`config.mk`:
```
export PLATFORM = sky130hd
export DESIGN_NAME = extbus_seq
export DESIGN_NICKNAME = d
export VERILOG_FILES = /design/src/rtl/extbus_pkg.sv /design/src/rtl/extbus_wait_dec.sv /design/src/rtl/extbus_phase_fsm.sv /design/src/rtl/extbus_seq.sv
export SDC_FILE = /design/constraint.sdc
export NUM_CORES = 1
export LEC_CHECK = 0
export BUFFER_PORTS_ARGS = -buffer_cell sky130_fd_sc_hd__buf_4
export CAP_MARGIN = 10
export CORE_MARGIN = 3
export CORE_UTILIZATION = 32
export DETAILED_ROUTE_END_ITERATION = 16
export PLACE_DENSITY = 0.64
export SLEW_MARGIN = 20
export SYNTH_ARGS = -nofsm -noshare
export SYNTH_HDL_FRONTEND = slang
export SYNTH_SLANG_ARGS = --single-unit
```
`constraint.sdc`:
```
create_clock -name clk -period 2.25 [get_ports clk]
set_input_delay 0.45 -clock clk [delete_from_list [all_inputs] [get_ports clk]]
set_output_delay 0.45 -clock clk [all_outputs]
set_load 0.03 [all_outputs]
```
`src/rtl/extbus_pkg.sv`:
```
package extbus_pkg;

    typedef enum logic [1:0] {
        KIND_FETCH = 2'b00,
        KIND_TRD   = 2'b01,
        KIND_TWR   = 2'b10,
        KIND_RSV   = 2'b11
    } bus_kind_e;

    typedef enum logic [2:0] {
        PH_IDLE,
        PH_ADDR,
        PH_TURN,
        PH_DATA,
        PH_WAIT,
        PH_LAST
    } bus_phase_e;

endpackage

```
`src/rtl/extbus_wait_dec.sv`:
```
module extbus_wait_dec #(
    parameter int SEL_W = 2
) (
    input  logic             en,
    input  logic [SEL_W-1:0] sel,
    output logic [SEL_W-1:0] cycles
);
    // code is the bitwise complement of the block count; disabled means zero
    always_comb begin
        cycles = en ? ~sel : '0;
    end
endmodule

```
`src/rtl/extbus_phase_fsm.sv`:
```
module extbus_phase_fsm
    import extbus_pkg::*;
#(
    parameter int WCYC_W    = 2,
    parameter int Q_PER_CYC = 4
) (
    input  logic              clk,
    input  logic              rst_n,
    input  logic              accept,
    input  logic [WCYC_W-1:0] wait_cycles,
    output bus_phase_e        phase
);
    localparam int MAX_TICKS = ((1 << WCYC_W) - 1) * Q_PER_CYC;
    localparam int CNT_W     = $clog2(MAX_TICKS + 1);

    bus_phase_e       phase_q, phase_d;
    logic [CNT_W-1:0] cnt_q, cnt_d;

    always_ff @(posedge clk) begin
        if (!rst_n) begin
            phase_q <= PH_IDLE;
            cnt_q   <= '0;
        end else begin
            phase_q <= phase_d;
            cnt_q   <= cnt_d;
        end
    end

    always_comb begin
        phase_d = phase_q;
        cnt_d   = cnt_q;
        unique case (phase_q)
            PH_IDLE: if (accept) phase_d = PH_ADDR;
            PH_ADDR: phase_d = PH_TURN;
            PH_TURN: phase_d = PH_DATA;
            PH_DATA: begin
                if (wait_cycles != '0) begin
                    phase_d = PH_WAIT;
                    cnt_d   = CNT_W'(int'(wait_cycles) * Q_PER_CYC - 1);
                end else begin
                    phase_d = PH_LAST;
                end
            end
            PH_WAIT: begin
                if (cnt_q == '0) phase_d = PH_LAST;
                else             cnt_d   = cnt_q - 1'b1;
            end
            PH_LAST: phase_d = accept ? PH_ADDR : PH_IDLE;
            default: phase_d = PH_IDLE;
        endcase
    end

    assign phase = phase_q;

    // zero wait count goes straight from data phase to closing phase
    p_no_wait_skip_r8: assert property (@(posedge clk) disable iff (!rst_n)
        (phase_q == PH_DATA && wait_cycles == '0) |=> (phase_q == PH_LAST));
    // wait state persists while its counter has ticks left
    p_wait_hold_r7: assert property (@(posedge clk) disable iff (!rst_n)
        (phase_q == PH_WAIT && cnt_q != '0) |=> (phase_q == PH_WAIT));
    // data phase with a nonzero count always enters a wait block
    p_wait_enter_r7: assert property (@(posedge clk) disable iff (!rst_n)
        (phase_q == PH_DATA && wait_cycles != '0) |=> (phase_q == PH_WAIT));
endmodule

```
`src/rtl/extbus_seq.sv`:
```
module extbus_seq
    import extbus_pkg::*;
#(
    parameter int ADDR_W    = 21,
    parameter int DATA_W    = 16,
    parameter int WSEL_W    = 2,
    parameter int Q_PER_CYC = 4
) (
    input  logic                       clk,
    input  logic                       rst_n,
    input  logic                       req_valid,
    input  logic [1:0]                 req_kind,
    input  logic [ADDR_W-1:0]          req_addr,
    input  logic [DATA_W-1:0]          wr_data,
    input  logic                       wait_en,
    input  logic [WSEL_W-1:0]          wait_sel,
    input  logic [DATA_W-1:0]          ad_in,
    output logic [DATA_W-1:0]          ad_out,
    output logic                       ad_oe,
    output logic [ADDR_W-DATA_W-2:0]   addr_hi,
    output logic                       ale,
    output logic                       oe_n,
    output logic                       wr_n,
    output logic                       ce_n,
    output logic                       ba0,
    output logic [DATA_W-1:0]          rd_data,
    output logic                       done
);
    localparam int HI_W = ADDR_W - DATA_W - 1;

    bus_phase_e        phase;
    logic              accept;
    logic [WSEL_W-1:0] wcyc_new, wcyc_q;
    bus_kind_e         kind_q;
    logic [ADDR_W-1:0] addr_q;
    logic [DATA_W-1:0] wdata_q, rd_q;
    logic              is_wr, is_fetch;

    assign accept   = req_valid && (phase == PH_IDLE || phase == PH_LAST);
    assign is_wr    = (kind_q == KIND_TWR);
    assign is_fetch = (kind_q == KIND_FETCH);

    extbus_wait_dec #(.SEL_W(WSEL_W)) wait_dec_i (
        .en     (wait_en),
        .sel    (wait_sel),
        .cycles (wcyc_new)
    );

    extbus_phase_fsm #(.WCYC_W(WSEL_W), .Q_PER_CYC(Q_PER_CYC)) fsm_i (
        .clk         (clk),
        .rst_n       (rst_n),
        .accept      (accept),
        .wait_cycles (wcyc_q),
        .phase       (phase)
    );

    always_ff @(posedge clk) begin
        if (!rst_n) begin
            kind_q  <= KIND_FETCH;
            addr_q  <= '0;
            wdata_q <= '0;
            wcyc_q  <= '0;
            rd_q    <= '0;
        end else begin
            if (accept) begin
                kind_q  <= bus_kind_e'(req_kind);
                addr_q  <= req_addr;
                wdata_q <= wr_data;
                wcyc_q  <= wcyc_new;
            end
            // capture at the edge that ends the closing phase, where oe_n rises
            if (phase == PH_LAST && !is_wr) rd_q <= ad_in;
        end
    end

    assign rd_data = rd_q;

    always_comb begin
        ad_out  = '0;
        ad_oe   = 1'b0;
        addr_hi = '0;
        ale     = 1'b0;
        oe_n    = 1'b1;
        wr_n    = 1'b1;
        ce_n    = 1'b1;
        ba0     = 1'b0;
        done    = 1'b0;
        unique case (phase)
            PH_IDLE: ;
            PH_ADDR: begin
                ce_n    = 1'b0;
                addr_hi = addr_q[ADDR_W-1 -: HI_W];
                ad_out  = addr_q[DATA_W:1];
                ad_oe   = 1'b1;
                ale     = 1'b1;
                ba0     = is_fetch ? 1'b0 : addr_q[0];
            end
            PH_TURN: begin
                ce_n    = 1'b0;
                addr_hi = addr_q[ADDR_W-1 -: HI_W];
                ba0     = is_fetch ? 1'b0 : addr_q[0];
            end
            PH_DATA, PH_WAIT, PH_LAST: begin
                ce_n    = 1'b0;
                addr_hi = addr_q[ADDR_W-1 -: HI_W];
                if (is_wr) begin
                    ad_oe  = 1'b1;
                    ad_out = wdata_q;
                    wr_n   = 1'b0;
                end else begin
                    oe_n   = 1'b0;
                end
                ba0  = is_fetch ? (phase == PH_DATA && addr_q[0]) : addr_q[0];
                done = (phase == PH_LAST);
            end
            default: ;
        endcase
    end

    // read enable and write window never overlap
    p_oe_wr_excl_r6: assert property (@(posedge clk) disable iff (!rst_n)
        !(!oe_n && !wr_n));
    // oe_n only rises right after a closing phase
    p_oe_rise_done_r4: assert property (@(posedge clk) disable iff (!rst_n)
        $rose(oe_n) |-> $past(done));
    // reads release the low lines once the address phase ends
    p_release_after_ale_r3: assert property (@(posedge clk) disable iff (!rst_n)
        ($fell(ale) && !is_wr) |-> !ad_oe);
    // upper address lines hold for the whole cycle after the address phase
    p_hi_stable_r2: assert property (@(posedge clk) disable iff (!rst_n)
        (!ce_n && !ale) |-> $stable(addr_hi));
    // after a closing phase comes a new address phase or idle
    p_done_next_r9: assert property (@(posedge clk) disable iff (!rst_n)
        done |=> (ale || ce_n));
endmodule

```
Word-level counts from Yosys, hierarchy flattened
Index checks and enable logic that the tools add are counted.
- register bits after elaboration: 64
- input bits: 61
- output and inout port bits: 43
- add/sub/neg operators: 2
- equal/unequal tests: 10
- multiplexer cells: 23
- bitwise gates (word level): 1
- reductions and logical operators: 15
- operators with widths (cell ; count):
    $pmux W16 S2 ; 1
    $pmux W3 S6 ; 1
    $mux W16 ; 1
    $mux W4 ; 3
    $mux W1 ; 11
    $pmux W4 S2 ; 1
    $sub A4 B1 Y4 const B ; 2
    $eq A3 B2 Y1 const B ; 2
    $eq A3 B3 Y1 const B ; 2
    $mux W3 ; 2
    $ne A2 B1 Y1 const B ; 3
    $reduce_or A5 Y1 ; 1
    $logic_not A4 Y1 ; 1
    $pmux W1 S2 ; 2
    $reduce_bool A2 Y1 ; 2
    $eq A3 B1 Y1 const B ; 1
    $logic_and A1 B1 Y1 ; 3
    $logic_not A3 Y1 ; 1
    $reduce_and A3 Y1 ; 1
    $reduce_or A3 Y1 ; 1
    $eq A2 B2 Y1 const B ; 1
    $logic_not A2 Y1 ; 1
    $mux W2 ; 1
    $ne A2 B2 Y1 const B ; 1
    5 further kinds ; 5

Depth between registers and ports, before layout
- word-level depth: 5
- depth in mapped cells: 7

Cells and area by module
Synthesis repeated with hierarchy kept, for this count alone.
- cells, all modules: 344
- area total of the unflattened synthesis: 3101.7 um^2
- by module, submodules not included (module ; times used ; cells each ; area an instance (um^2)):
    extbus_seq ; 1 ; 291 ; 2617.5
    extbus_phase_fsm ; 1 ; 51 ; 456.7
    extbus_wait_dec ; 1 ; 2 ; 27.5

Worst setup path after synthesis
No wires, ideal clock.
- path kind: flip-flop to output port
- from: reg fsm_i.phase_q[0] (netlist: fsm_i.phase[0])
- to: out ad_out[10]
- arrival time: 1.556 ns
- required time: 1.800 ns
- slack: 0.244 ns
- cell stages (with the launch flop): 6
- path buffers: 2
- cell sequence: dfxtp_1 > buf_6 > inv_1 > nor3_2 > buf_2 > a22o_1
- word-level cells in the longest chain between the ends: 3
- RTL lines (what ; RTL line ; source):
    start, declared ; extbus_phase_fsm.sv:16 ; bus_phase_e phase_q, phase_d;
    start signal, assigned ; extbus_phase_fsm.sv:24 ; phase_q <= phase_d;
    $eq A3 B3 Y1 or $eq A3 B2 Y1 (tied branches) ; extbus_seq.sv:88 ; unique case (phase)
    $reduce_or A3 Y1 ; extbus_seq.sv:88 ;
    $pmux W16 S2 * ; extbus_seq.sv:88 ;
    end, declared ; extbus_seq.sv:18 ; output logic [DATA_W-1:0] ad_out,
Mark *: on every way between the ends. The rest lies on a longest branch, timed or not.

Worst setup path after layout
- from: reg fsm_i.phase_q[2] (netlist: fsm_i.phase[2])
- to: out ad_oe
- word-level cells in the longest chain between the ends: 3
- RTL lines (what ; RTL line ; source):
    $eq A3 B3 Y1 or $eq A3 B2 Y1 (tied branches) ; extbus_seq.sv:88 ;
    $reduce_or A3 Y1 ; extbus_seq.sv:88 ;
    $pmux W1 S2 * ; extbus_seq.sv:88 ;
    end, declared ; extbus_seq.sv:19 ; output logic ad_oe,
Marks and branches as above.

==> flow_metrics.py <==
metrics = {
    "die": {
        "initial_core_util_pct": 33.1,
        "dieHeight_um": 101,
        "area_of_the_placeable_core_um2": 8720,
        "die_w_um": 101,
        "num_io_pins": 104,
        "rows": 34,
        "die_area_um2": 10200,
    },
    "sta": {
        "unrepaired_setup_endpoints_after_global_routing": "false",
        "hold_violations": 0,
        "report.final.setup_viol": 0,
        "period_needed_ns": 2.16,
        "setup_ws_ns": 0.0914,
        "fin_skew_ns": 0.00717,
        "fin_crit_sh_pct": 95.9,
        "achievable-frequency_ghz": 0.463,
        "finalMaxSlewViolations": 0,
        "hold_ws_ns": 0.371,
        "slew_headroom_pct": 61.4,
        "worst_pin_slew_ns": 0.580,
        "fin_setup_tns_ns": 0,
    },
    "grt": {
        "first_pass_grt_wire_length_um": 12100,
        "globalRouteOverflowTotal": 0,
        "number_of_antenna_violations_at_the_first_check_in_global_routing": 0,
        "grt_usage_pct": 15.0,
        "pin_count_of_the_biggest_net_entering_global_routing": 67,
        "first_global_vias": 2573,
    },
    "critical_path": {
        "cp_data_required_time_ns": 1.80,
        "cell_family_contributing_the_most_delay_on_the_critical_path": "simple AND/OR/NAND/NOR gates",
        "worst_ep_arrival_time_ns": 1.71,
        "timing.critical_path.slowest_cell_delay_ns": 0.46,
        "cell_depth_of_the_worst_setup_path": 5,
        "endpoint_kind": "output port",
        "reg2regPathDepth": 4,
        "crit_type": "reg -> out",
        "crit_buf_inv": 2,
        "r2r_setup_slack_ns": 0.59,
        "critical_path_source_type": "register",
        "critical_path.slowest_cell": "sky130_fd_sc_hd__dfxtp_2",
        "worstPathCellList": "nand3b_4 -> a21oi_2 -> buf_12 -> or2_2 -> buf_4",
        "critical_path_peak_fanout": 18,
    },
    "place": {
        "pre_cts_slack_ns": 0.281,
        "numPortBuffers": 103,
        "post-dp-hpwl_um": 5180,
        "gp_congestion": 0.827,
        "place_area_um2": 3720,
    },
    "yosys": {
        "post_synth_inst_count": 340,
        "syn_avg_cell_area_um2": 8.48,
        "library_cell_occupying_the_most_area_in_the_post_synthesis_netlist": "sky130_fd_sc_hd__dfxtp_1",
        "synth-main-ff-cell": "sky130_fd_sc_hd__dfxtp_1",
        "postSynth.asyncResetShare_pct": 0,
        "synth_edf_count": 0,
        "synth.net_count": 403,
        "yosys-top-cells-area": "sky130_fd_sc_hd__dfxtp_1 44%, sky130_fd_sc_hd__nand2_1 16%, sky130_fd_sc_hd__a21boi_0 15%",
        "yosys_register_bits": 64,
        "synth-seq-area-share_pct": 44.4,
        "ys_warn_count": 0,
        "proportion_of_netlist_area_held_by_the_largest_area_contributor_pct": 44.4,
        "synth_cell_type_count": 42,
        "area_of_the_mapped_netlist_um2": 2880,
    },
    "route": {
        "via_per_inst": 4.70,
        "vias": 2595,
        "wl_per_cell_um": 13.4,
        "drt-pass1-iter-count": 4,
        "drt.antenna.violating_nets": 0,
        "post-route-drc-count": 0,
        "drt-total-wl_um": 7410,
        "drt_iter0_markers": 128,
    },
    "cells_and_area": {
        "nets": 502,
        "post_route_cells_drive_above_1_share_pct": 31.3,
        "antennaDiodeCount": 0,
        "most_common_cell_after_layout_fill_and_taps_aside": "sky130_fd_sc_hd__nand2_1",
        "syn_to_final_growth_pct": 36.8,
        "finalInstanceArea_um2": 3950,
        "filler_cell_count": 863,
        "layout.cells.most_common_list": "120 x sky130_fd_sc_hd__nand2_1, 111 x sky130_fd_sc_hd__buf_4, 61 x sky130_fd_sc_hd__dfxtp_1",
    },
    "pwr": {
        "p_sw_mw": 0.819,
        "p_clk_share_pct": 37.0,
        "worst_ir_drop_vdd_mv": 0.390,
        "fraction_of_power_spent_switching_nets_pct": 28.1,
        "cellInternalPower_mw": 2.09,
        "combinationalPowerShare_pct": 19.1,
        "powerDensity_nw_per_um2": 738,
        "power.static_leakage_nw": 1.69,
        "sequentialPowerShare_pct": 43.8,
    },
    "clocking": {
        "cts.sink_count": 64,
        "cts-root-to-sink-buffers": 2,
        "cts-buffers-inserted": 9,
        "post_cts_hold_buffer_count": 0,
        "worst_skew_pair.late_latency_ns": 0.33,
        "deepest_level_of_the_cts_h_tree": 3,
        "post_cts_buffers": 0,
        "clock_transition_at_the_register_clock_pins_on_the_worst_setup_and_hold_paths_after_cts_ns": 0.07,
        "root_buffer": "sky130_fd_sc_hd__clkbuf_8",
        "cts_tree": "built",
    },
    "outcome": {
        "outcome": "completed",
    },
    "hold_path": {
        "holdPathStages": 3,
        "hold_path_class": "in -> reg",
    },
    "job": {
        "max_cap_viol_count": 0,
    },
}
-- layout make-up --
cell class	count	area, um2	share of cell area, %
multi-input cells	243	1400	35.5
flip-flops and latches	64	1280	32.6
repair buffers	113	873	22.1
well taps	108	135	3.42
clock buffers	9	124	3.14
clock inverters	7	96.3	2.44
inverters	8	30.0	0.761
-- cells by family (layout without fill, tap and decap cells) --
kind of cell | Yosys count | count (layout) | synth area share [%]
AO/OA/AOI/OAI | 89 | 89 | 24.3
XOR/XNOR | 2 | 2 | 0.607
adder cells (fa/ha/maj) | 2 | 2 | 0.868
buffers and inverters | 33 | 137 | 6.94
flip-flops | 64 | 64 | 44.4
multiplexers | 1 | 1 | 0.347
AND/OR/NAND/NOR | 149 | 149 | 22.5
-- final timing paths --
| kind | end | start |
|---|---|---|
| worst max-delay path | ad_oe | fsm_i.phase[2] |
| worst min-delay path | addr_q[15] | req_addr[15] |
| worst max register to register | fsm_i.cnt_q[3] | fsm_i.phase[2] |
| worst min register to register | addr_q[19] | addr_q[19] |
-- per-stage QoR --
stage          instances  utilization, %  total power [mW]
6_report             552            45.3              2.91
3_5_place_dp         536            42.7              1.86
5_1_grt              552            45.3              3.07
3_3_place_gp         536            42.7              1.85
4_1_cts              552            45.2              2.95
2_1_floorplan        340               -              1.64
-- synth_stat cells (all sizes together) (3+ instances only) --
cell	number
nand2	120
dfxtp	64
a21boi	58
a22o	16
clkbuf	13
buf	11
inv	8
and2	4
nand3b	4
nor2	4
nor3	4
a21oi	3
o21ai	3
-- sequential cells by signal, indices dropped and copies added (netlist names) --
register and count:
addr_q 21, fsm_i.cnt_q 4, fsm_i.phase 3, kind_q 2
rd_data 16, wcyc_q 2, wdata_q 16
-- metal layers --
metal,routed length (um),GRT usage [%],vias up
li1,-,-,1339
met1,3340,18.8,1191
met2,3630,24.7,54
met3,304,3.25,11
met4,141,6.54,0
met5,0,0,-
-- power groups by stage --
stage,combinational (mW),sequential [mW],clock (mW)
after global routing,0.617,1.29,1.16
after CTS,0.564,1.28,1.12
after detailed placement,0.562,1.30,0
final,0.557,1.28,1.08
after global placement,0.553,1.30,0
after floorplan,0.360,1.28,0
-- worst register-to-register path, cell delays in order (launching register included) --
cell and delay, ns:
sky130_fd_sc_hd__dfxtp_2 0.46, sky130_fd_sc_hd__or3b_1 0.54, sky130_fd_sc_hd__o22ai_4 0.26, sky130_fd_sc_hd__o21ai_2 0.08, sky130_fd_sc_hd__a31o_1 0.21
-- repair_timing --
item,in CTS,in global routing
resized for setup,2,1
cloned,0,0
endpoints found under the setup margin,17,5
hold endpoints to repair,0,0
No activity file was read; power rests on OpenSTA's default activity.
